===== config.mk =====
export PLATFORM = sky130hd
export DESIGN_NAME = qtmr_channel
export DESIGN_NICKNAME = d
export VERILOG_FILES = /design/src/rtl/qtmr_pkg.sv /design/src/rtl/qtmr_sync_edge.sv /design/src/rtl/qtmr_quad_decode.sv /design/src/rtl/qtmr_counter.sv /design/src/rtl/qtmr_channel.sv
export SDC_FILE = /design/constraint.sdc
export NUM_CORES = 1
export LEC_CHECK = 0
export ABC_AREA = 0
export ABC_CLOCK_PERIOD_IN_PS = 7800
export BUFFER_PORTS_ARGS = -buffer_cell sky130_fd_sc_hd__buf_2
export CAP_MARGIN = 5
export CORE_AREA = 2 2 90 92
export DETAILED_ROUTE_END_ITERATION = 16
export DIE_AREA = 0 0 92 94
export GPL_ROUTABILITY_DRIVEN = 0
export PLACE_DENSITY = 0.88
export SETUP_SLACK_MARGIN = 0.1
export SLEW_MARGIN = 20
export SYNTH_ARGS = -nofsm -noshare
export SYNTH_HDL_FRONTEND = slang
export SYNTH_SLANG_ARGS = --single-unit

===== constraint.sdc =====
create_clock -name clk -period 7.8 [get_ports clk]
set_input_delay 2.34 -clock clk [delete_from_list [all_inputs] [get_ports clk]]
set_output_delay 2.34 -clock clk [all_outputs]
set_load 0.05 [all_outputs]

===== src/rtl/qtmr_pkg.sv =====
package qtmr_pkg;
  localparam int ADDR_W = 3;
  localparam int MODE_W = 4;
  localparam int CTRL_W = 7;
  localparam int IOC_W  = 4;
  localparam int FLAG_W = 3;

  typedef enum logic [ADDR_W-1:0] {
    RA_MODE  = 3'd0,
    RA_CTRL  = 3'd1,
    RA_IOC   = 3'd2,
    RA_IEN   = 3'd3,
    RA_STAT  = 3'd4,
    RA_COUNT = 3'd5,
    RA_GREG  = 3'd6
  } reg_addr_e;

  localparam logic [MODE_W-1:0] MODE_QUAD = 4'h4;
  localparam logic [1:0]        CLR_GREG  = 2'b01;
  localparam int IOC_CAP_BIT = 3;
  localparam int FL_MC  = 0;
  localparam int FL_OVF = 1;
  localparam int FL_UNF = 2;
endpackage


===== src/rtl/qtmr_sync_edge.sv =====
module qtmr_sync_edge #(
  parameter int STAGES = 2
) (
  input  logic clk,
  input  logic rst,
  input  logic din,
  output logic lvl,
  output logic prev
);
  logic [STAGES-1:0] sh_q;
  logic              prev_q;

  always_ff @(posedge clk) begin
    if (rst) begin
      sh_q   <= '0;
      prev_q <= 1'b0;
    end else begin
      sh_q   <= {sh_q[STAGES-2:0], din};
      prev_q <= sh_q[STAGES-1];
    end
  end

  assign lvl  = sh_q[STAGES-1];
  assign prev = prev_q;
endmodule


===== src/rtl/qtmr_quad_decode.sv =====
module qtmr_quad_decode (
  input  logic a,
  input  logic b,
  input  logic a_chg,
  input  logic b_chg,
  output logic up,
  output logic dn
);
  logic single, fwd;

  always_comb begin
    single = a_chg ^ b_chg;
    // A moved: forward when it now differs from B; B moved: forward when equal
    fwd    = a_chg ? (a != b) : (a == b);
    up     = single & fwd;
    dn     = single & ~fwd;
  end
endmodule


===== src/rtl/qtmr_counter.sv =====
module qtmr_counter #(
  parameter int W = 16
) (
  input  logic         clk,
  input  logic         rst,
  input  logic         step_up,
  input  logic         step_dn,
  input  logic         ld_en,
  input  logic [W-1:0] ld_val,
  input  logic         clr_now,
  input  logic         clr_on_step,
  output logic [W-1:0] cnt,
  output logic         ovf_evt,
  output logic         unf_evt
);
  localparam logic [W-1:0] MAXV = '1;
  logic plain;

  always_comb begin
    plain   = ~ld_en & ~clr_now & ~clr_on_step;
    ovf_evt = plain & step_up & (cnt == MAXV);
    unf_evt = plain & step_dn & (cnt == '0);
  end

  always_ff @(posedge clk) begin
    if (rst)                     cnt <= '0;
    else if (ld_en)              cnt <= ld_val;
    else if (clr_now)            cnt <= '0;
    else if (step_up | step_dn) begin
      if (clr_on_step)           cnt <= '0;
      else if (step_up)          cnt <= cnt + W'(1);
      else                       cnt <= cnt - W'(1);
    end
  end
endmodule


===== src/rtl/qtmr_channel.sv =====
module qtmr_channel
  import qtmr_pkg::*;
#(
  parameter int CNT_W       = 16,
  parameter int SYNC_STAGES = 2
) (
  input  logic              clk,
  input  logic              rst,
  input  logic              run,
  input  logic              pha,
  input  logic              phb,
  input  logic              cap_pin,
  input  logic              rd_en,
  input  logic              wr_en,
  input  logic [ADDR_W-1:0] addr,
  input  logic [CNT_W-1:0]  wr_data,
  output logic [CNT_W-1:0]  rd_data,
  output logic              irq
);
  localparam int NPIN = 3;

  logic [NPIN-1:0] pin_raw, pin_lvl, pin_prev, pin_chg;
  assign pin_raw = {cap_pin, phb, pha};

  for (genvar g = 0; g < NPIN; g++) begin : g_sync
    qtmr_sync_edge #(.STAGES(SYNC_STAGES)) u_sync (
      .clk  (clk),
      .rst  (rst),
      .din  (pin_raw[g]),
      .lvl  (pin_lvl[g]),
      .prev (pin_prev[g])
    );
  end
  assign pin_chg = pin_lvl ^ pin_prev;

  logic up_raw, dn_raw;
  qtmr_quad_decode u_dec (
    .a     (pin_lvl[0]),
    .b     (pin_lvl[1]),
    .a_chg (pin_chg[0]),
    .b_chg (pin_chg[1]),
    .up    (up_raw),
    .dn    (dn_raw)
  );

  logic [MODE_W-1:0] mode_q;
  logic [CTRL_W-1:0] ctrl_q;
  logic [IOC_W-1:0]  ioc_q;
  logic [FLAG_W-1:0] ien_q, flag_q, armed_q, flag_set;
  logic [CNT_W-1:0]  greg_q, cnt;
  logic              dir_q, match_q;

  logic cnt_en, step_up, step_dn, cap_mode, cap_rise, cap_fall, cap_evt;
  logic clr_sel, cmp_eq, clr_on_step, clr_now, cnt_ld, match_evt;
  logic ovf_evt, unf_evt, stat_rd, stat_wr;

  always_comb begin
    cnt_en      = run & (mode_q == MODE_QUAD);
    step_up     = cnt_en & up_raw;
    step_dn     = cnt_en & dn_raw;
    cap_mode    = ioc_q[IOC_CAP_BIT];
    cap_rise    = pin_lvl[2] & ~pin_prev[2];
    cap_fall    = ~pin_lvl[2] & pin_prev[2];
    cap_evt     = run & cap_mode & ((ioc_q[0] & cap_rise) | (ioc_q[1] & cap_fall));
    clr_sel     = (ctrl_q[6:5] == CLR_GREG);
    cmp_eq      = ~cap_mode & (cnt == greg_q);
    clr_on_step = clr_sel & cmp_eq;
    clr_now     = clr_sel & cap_evt;
    cnt_ld      = wr_en & (addr == RA_COUNT);
    match_evt   = cmp_eq & ~match_q;
    stat_rd     = rd_en & ~wr_en & (addr == RA_STAT);
    stat_wr     = wr_en & (addr == RA_STAT);
    flag_set    = '0;
    flag_set[FL_MC]  = match_evt | cap_evt;
    flag_set[FL_OVF] = ovf_evt;
    flag_set[FL_UNF] = unf_evt;
  end

  qtmr_counter #(.W(CNT_W)) u_cnt (
    .clk         (clk),
    .rst         (rst),
    .step_up     (step_up),
    .step_dn     (step_dn),
    .ld_en       (cnt_ld),
    .ld_val      (wr_data),
    .clr_now     (clr_now),
    .clr_on_step (clr_on_step),
    .cnt         (cnt),
    .ovf_evt     (ovf_evt),
    .unf_evt     (unf_evt)
  );

  // configuration registers
  always_ff @(posedge clk) begin
    if (rst) begin
      mode_q <= '0;
      ctrl_q <= '0;
      ioc_q  <= '0;
      ien_q  <= '0;
    end else if (wr_en) begin
      case (addr)
        RA_MODE: mode_q <= wr_data[MODE_W-1:0];
        RA_CTRL: ctrl_q <= wr_data[CTRL_W-1:0];
        RA_IOC:  ioc_q  <= wr_data[IOC_W-1:0];
        RA_IEN:  ien_q  <= wr_data[FLAG_W-1:0];
        default: ;
      endcase
    end
  end

  // general register: write, else capture
  always_ff @(posedge clk) begin
    if (rst)                                 greg_q <= '1;
    else if (wr_en && (addr == RA_GREG))     greg_q <= wr_data;
    else if (cap_evt)                        greg_q <= cnt;
  end

  // flags, read-arming, direction, match edge
  always_ff @(posedge clk) begin
    if (rst) begin
      flag_q  <= '0;
      armed_q <= '0;
      dir_q   <= 1'b1;
      match_q <= 1'b0;
    end else begin
      match_q <= cmp_eq;
      if (step_up)      dir_q <= 1'b1;
      else if (step_dn) dir_q <= 1'b0;
      if (stat_wr) begin
        flag_q  <= (flag_q & ~(armed_q & ~wr_data[FLAG_W-1:0])) | flag_set;
        armed_q <= '0;
      end else begin
        flag_q  <= flag_q | flag_set;
        if (stat_rd) armed_q <= armed_q | flag_q;
      end
    end
  end

  // registered read port and interrupt
  always_ff @(posedge clk) begin
    if (rst) begin
      rd_data <= '0;
      irq     <= 1'b0;
    end else begin
      irq <= |(flag_q & ien_q);
      if (rd_en) begin
        case (addr)
          RA_MODE:  rd_data <= CNT_W'(mode_q);
          RA_CTRL:  rd_data <= CNT_W'(ctrl_q);
          RA_IOC:   rd_data <= CNT_W'(ioc_q);
          RA_IEN:   rd_data <= CNT_W'(ien_q);
          RA_STAT:  rd_data <= CNT_W'({dir_q, flag_q});
          RA_COUNT: rd_data <= cnt;
          RA_GREG:  rd_data <= greg_q;
          default:  rd_data <= '0;
        endcase
      end
    end
  end
endmodule


== Yosys cells after proc, flatten, opt, wreduce, memory -nomap -nowiden ==
Index checks and enable logic that the tools add are counted.

* Register bits: 84
* Input port bits: 27
* Output and inout port bits: 17
* Word-level logic and storage cells: 101

* Add/sub/neg operators: 2
* Equality and inequality tests: 12
* Mux-type cells: 10
* Bitwise operators: 47
* Reductions and logical operators: 12

{| class="wikitable"
|+ Operators by type and width
! kind !! count
|-
| 2-to-1 mux 16 bit || 7
|-
| one-hot mux 16 bit (7 select lines) || 1
|-
| AND 1 bit || 25
|-
| adder 16 x 1 -> 16 bit (second input constant) || 1
|-
| equality test 16 bit || 1
|-
| equality test 16 bit (second input constant) || 1
|-
| logical NOT 16 bit || 1
|-
| subtractor 16 x 1 -> 16 bit (second input constant) || 1
|-
| AND 3 bit || 3
|-
| equality test 3 bit (second input constant) || 3
|-
| inverter 1 bit || 9
|-
| bitwise OR 3 bit || 3
|-
| AND reduction 2 bit || 4
|-
| equality test 3 x 2 -> 1 bit (second input constant) || 2
|-
| inverter 3 bit || 2
|-
| equality test 4 x 3 -> 1 bit (second input constant) || 1
|-
| OR reduction 2 bit || 2
|-
| equality test 3 x 1 -> 1 bit (second input constant) || 1
|-
| logical NOT 3 bit || 1
|-
| 2-to-1 mux 3 bit || 1
|-
| bitwise OR 1 bit || 3
|-
| nonzero test 3 bit || 1
|-
| OR reduction 3 bit || 1
|-
| equality test 2 x 1 -> 1 bit (second input constant) || 1
|-
| 7 further kinds || 7
|}

== Depth between registers and ports, before layout ==
* Depth after elaboration: 13
* Depth in mapped cells: 10
* Gate-level depth less buffers: 10

== Hierarchy ==
A second synthesis with hierarchy kept.

* Cell total of the unflattened synthesis: 549
* Area total of the unflattened synthesis: 4755.8 um2

{| class="wikitable"
|+ By module, submodules not included
! module !! instances !! cells an instance !! area an instance (um2) !! seq. area each (um2)
|-
| qtmr_channel || 1 || 328 || 2944.1 || 1181.1
|-
| qtmr_counter || 1 || 198 || 1534.0 || 320.3
|-
| qtmr_sync_edge || 3 || 6 || 78.8 || 60.1
|-
| qtmr_quad_decode || 1 || 5 || 41.3 || 0.0
|}

== Least setup slack after synthesis ==
OpenSTA, ideal clock, no wires.

* Path type: input to register
* From: input port run
* To: register u_cnt.cnt[10]
* Library setup time: 0.134 ns
* Arrival: 4.352 ns
* Data required time: 7.666 ns
* Setup slack: 3.314 ns
* Stages: 9
* Path buffers: 0
* Path through: and4bb_4 -> inv_1 -> ha_1 -> and4_1 -> nor2b_1 -> a21o_1 -> or3_1 -> a32oi_1 -> a211oi_1

* Longest elaborated chain between the ends: 7
* Elaborated cells between the ends (all ways): 13
* Classes of those cells: mux (5); bitwise (7); reduce/logical (1)

{| class="wikitable"
|+ RTL lines
! element !! RTL line !! source
|-
| start, declared || qtmr_channel.sv:9 || <nowiki>input logic run,</nowiki>
|-
| AND 1 bit || qtmr_channel.sv:58 || <nowiki>cnt_en = run & (mode_q == MODE_QUAD);</nowiki>
|-
| AND 1 bit || qtmr_channel.sv:59 || <nowiki>step_up = cnt_en & up_raw;</nowiki>
|-
| 2-to-1 mux 16 bit || qtmr_counter.sv:31 || <nowiki>else if (step_up) cnt <= cnt + W'(1);</nowiki>
|-
| 2-to-1 mux 16 bit || qtmr_counter.sv:30 || <nowiki>if (clr_on_step) cnt <= '0;</nowiki>
|-
| 2-to-1 mux 16 bit || qtmr_counter.sv:29 || <nowiki>else if (step_up | step_dn) begin</nowiki>
|-
| 2-to-1 mux 16 bit || qtmr_counter.sv:28 || <nowiki>else if (clr_now) cnt <= '0;</nowiki>
|-
| 2-to-1 mux 16 bit || qtmr_counter.sv:27 || <nowiki>else if (ld_en) cnt <= ld_val;</nowiki>
|-
| end signal, assigned || qtmr_counter.sv:27 ||
|-
| end signal, assigned || qtmr_counter.sv:31 ||
|-
| end signal, assigned || qtmr_counter.sv:32 || <nowiki>else cnt <= cnt - W'(1);</nowiki>
|-
| end, declared || qtmr_counter.sv:12 || <nowiki>output logic [W-1:0] cnt,</nowiki>
|}

Several ways; a longest one is shown, not always the timed one. The select of a mux whose other input is x is not followed.
A chain may end at the register's enable or synchronous reset.

== Final worst setup path ==
Ends and elaborated chain as after synthesis.

==> flow_metrics.env <==
export IMPL_dieArea_mm2=0.00865
export IMPL_cp_buffers_inverters=2
export IMPL_synth_xor_area_share_pct=6.42
export IMPL_worst_r2r_setup_slack_ps=4620
export IMPL_die_h_um=94
export IMPL_initial_core_util_pct=62.2
export IMPL_synth_area_mm2=0.00473
export IMPL_status="finished clean"
export IMPL_holdPathStages=1
export IMPL_slew_headroom_pct=24.0
export IMPL_area_delta_synth_final_pct=9.41
export IMPL_min_from="g_sync[2].u_sync.sh_q[0]"
export IMPL_overflow=0
export IMPL_synth_top_area_cell="dfxtp_1"
export IMPL_cts_sinks=84
export IMPL_hold_ws_ps=445
export IMPL_post_cts_buffers=0
export IMPL_fin_setup_tns_ps=0
export IMPL_drv_slew=0
export IMPL_rows=32
export IMPL_yosys_area_share_simple_pct=18.9
export IMPL_synth_top_family_by_area="compound AO/OA/AOI/OAI gates"
export IMPL_hold_end="g_sync[2].u_sync.sh_q[1]"
export IMPL_cts_max_path_buffers=2
export IMPL_grt_pass1_wl_um=19600
export IMPL_hold_buffers=0
export IMPL_port_buffers=43
export IMPL_cts_resized=0
export IMPL_grt_util_all_layers_pct=28.6
export IMPL_htree_levels=3
export IMPL_io_pin_count=44
export IMPL_synthDistinctLibCells=61
export IMPL_maxCapViolCount=0
export IMPL_reg2reg_from="g_sync[1].u_sync.sh_q[1]"
export IMPL_first_global_vias=3933
export IMPL_worstReg2RegEnd="u_cnt.cnt[10]"
export IMPL_ys_seq_area_share_pct=35.5
export IMPL_firstDrtPassIters=5
export IMPL_slowest_delay_ps=450
export IMPL_worstSetupPathType="in -> reg"
export IMPL_cp_arrival_ps=4760
export IMPL_final_hold_viol_count=0
export IMPL_first_iter_violations=413
export IMPL_drive_gt1_share_pct=14.3
export IMPL_place_hpwl_um=8280
export IMPL_muxShareOfSynthArea_pct=8.78
export IMPL_synthTopCellsByCount="84 x dfxtp_1, 61 x nand2_1, 48 x nor2_1"
export IMPL_dr_total_vias=4360
export IMPL_rsz0062_at_grt="false"
export IMPL_synth_edf_count=0
export IMPL_syn_area_per_cell_um2=8.67
export IMPL_synth_compound_area_share_pct=22.4
export IMPL_skew_ps=10.9
export IMPL_yosys_area_share_adder_pct=4.65
export IMPL_synth_top_area_share_pct=35.5
export IMPL_critPathRequiredTime_ps=8000
export IMPL_core_area_mm2=0.00761
export IMPL_worst_r2r_path_depth=10
export IMPL_n_antenna_cell=0
export IMPL_p_leak_nw=2.00
export IMPL_synth_seq_cells=84
export IMPL_die_w_um=92
export IMPL_clkLatencyLatePin_ps=370
export IMPL_remaining_drc_errors=0
export IMPL_ant_nets=0
export IMPL_cts_buffers=9
export IMPL_drt_total_wl_um=12100
export IMPL_clock_fmax_mhz=219
export IMPL_finalCritPeriodShare_pct=58.4
export IMPL_vias_per_cell=6.44
export IMPL_synth_fp_nets=590
export IMPL_async_reset_ff_share_pct=0
export IMPL_endpoint_kind="flip-flop"
export IMPL_clk_pin_slew_worst_paths_ps=80
export IMPL_min_period_ps=4560
export IMPL_critPathTopFamily="simple AND/OR/NAND/NOR gates"
export IMPL_finalNetCount=614
export IMPL_peakVddDrop_mv=0.0862
export IMPL_synth_most_common_cell="dfxtp_1"
export IMPL_final_util_pct=68.1
export IMPL_finalSetupViolations=0
export IMPL_hp_class="reg -> reg"
export IMPL_worst_pin_slew_ps=1140
export IMPL_grt_max_degree=52
export IMPL_p_per_area_mw_per_mm2=187
export IMPL_yosysWarnings=0
export IMPL_crit_chain="buf_2 > and4bb_4 > inv_1 > ha_1 > and4_1 > nor2b_1 > a21o_1 > or3_1 > a32oi_1 > a211oi_1"
export IMPL_ys_flop_type="dfxtp_1"
export IMPL_total_power_mw=0.967
export IMPL_routedWlPerCell_um=17.9
export IMPL_slowest_stage="inv_1"
export IMPL_critPathLaunchType="input pin"
export IMPL_nFillCells=618
export IMPL_netlist_instances=546
export IMPL_path_max_fanout=18
export IMPL_cts_tree="built"
export IMPL_netlist_top_cells_area="dfxtp_1 36%, mux2i_1 7.8%, nand2_1 4.8%, xnor2_1 4.4%, ha_1 4.2%"
export IMPL_clockRootBuffer="clkbuf_8"
export IMPL_antenna_found_initial=0
[cell families (layout without fill, tap and decap cells)]
| family | count (synthesis) | in the layout |
|---|---|---|
| multiplexers | 41 | 41 |
| adder cells (fa/ha/maj) | 17 | 17 |
| AND/OR/NAND/NOR | 178 | 178 |
| XOR/XNOR | 33 | 33 |
| buffers and inverters | 36 | 65 |
| flip-flops | 84 | 84 |
| AO/OA/AOI/OAI | 157 | 157 |
[worst register-to-register path, cell delays in order, from the launching register on]
cell	delay, ps
dfxtp_1	380
xor2_2	260
and4bb_4	290
inv_1	450
ha_1	420
and4_1	240
nor2b_1	150
a21o_1	180
or3_1	350
a32oi_1	200
a211oi_1	90
[sequential cells by signal, indices dropped and copies added, names as in the netlist, 3 cells and up]
signal,cells
greg_q,16
rd_data,16
u_cnt.cnt,16
ctrl_q,7
g_sync.u_sync.sh_q,6
ioc_q,4
mode_q,4
armed_q,3
flag_q,3
g_sync.u_sync.prev,3
ien_q,3
[layout by cell type (no fill, tap or decap), types with 3 or more instances in the layout]
cell	instances
nor2_1	48
a21oi_1	34
buf_2	43
ha_1	16
o22ai_1	3
nor2b_1	12
o211ai_1	5
o21ai_1	4
a22o_1	16
a21o_1	6
nand4_1	7
nor3_2	3
and2_1	4
clkbuf_8	10
nand3b_1	5
xnor2_1	24
dfxtp_1	84
nand3_1	7
a22oi_1	25
o221ai_1	4
nor3_1	4
nand2_1	61
nor4_1	5
o21a_1	3
xor2_1	7
a31oi_1	6
inv_1	3
nand2b_1	7
mux2i_1	37
mux2_2	4
o21ai_0	33
[per-layer routing]
layer | GRT usage (%) | up-vias | routed length (um)
li1 | - | 2029 | -
met1 | 39.0 | 2068 | 5070
met2 | 45.0 | 234 | 5680
met3 | 5.54 | 29 | 1080
met4 | 10.9 | 0 | 298
met5 | 0 | - | 0
[area by class of cell]
type	count	area, um2	share of cell area (%)
inverter	4	15.0	0.290
clock inverter	5	83.8	1.62
tap	102	128	2.46
timing repair buffer	45	230	4.45
sequential	84	1680	32.5
clock buffer	11	141	2.73
multi-input combinational	426	2900	56.0
[power breakdown]
| part | switching [mW] | internal, mW |
|---|---|---|
| Sequential | 0.0148 | 0.440 |
| Clock | 0.167 | 0.190 |
| Combinational | 0.0903 | 0.0646 |
[worst max path at each step]
| stage | from | end | slack, ps | depth (start not counted) |
|---|---|---|---|---|
| 5_1_grt | run | u_cnt.cnt[10] | 3140 | 10 |
| 2_1_floorplan | run | u_cnt.cnt[10] | 3310 | 9 |
| 6_report | run | u_cnt.cnt[10] | 3240 | 10 |
| 3_5_place_dp | run | u_cnt.cnt[10] | 2920 | 10 |
| 3_3_place_gp | run | u_cnt.cnt[10] | 2980 | 10 |
| 4_1_cts | run | u_cnt.cnt[10] | 3300 | 10 |
[per-stage QoR]
step	worst slack [ps]	cells	area, um2
5_1_grt	3140	677	5180
3_5_place_dp	2920	661	4950
4_1_cts	3300	677	5170
2_1_floorplan	3310	546	4730
3_3_place_gp	2980	661	4950
6_report	3240	677	5180
Power figures use the tool's default switching activity.
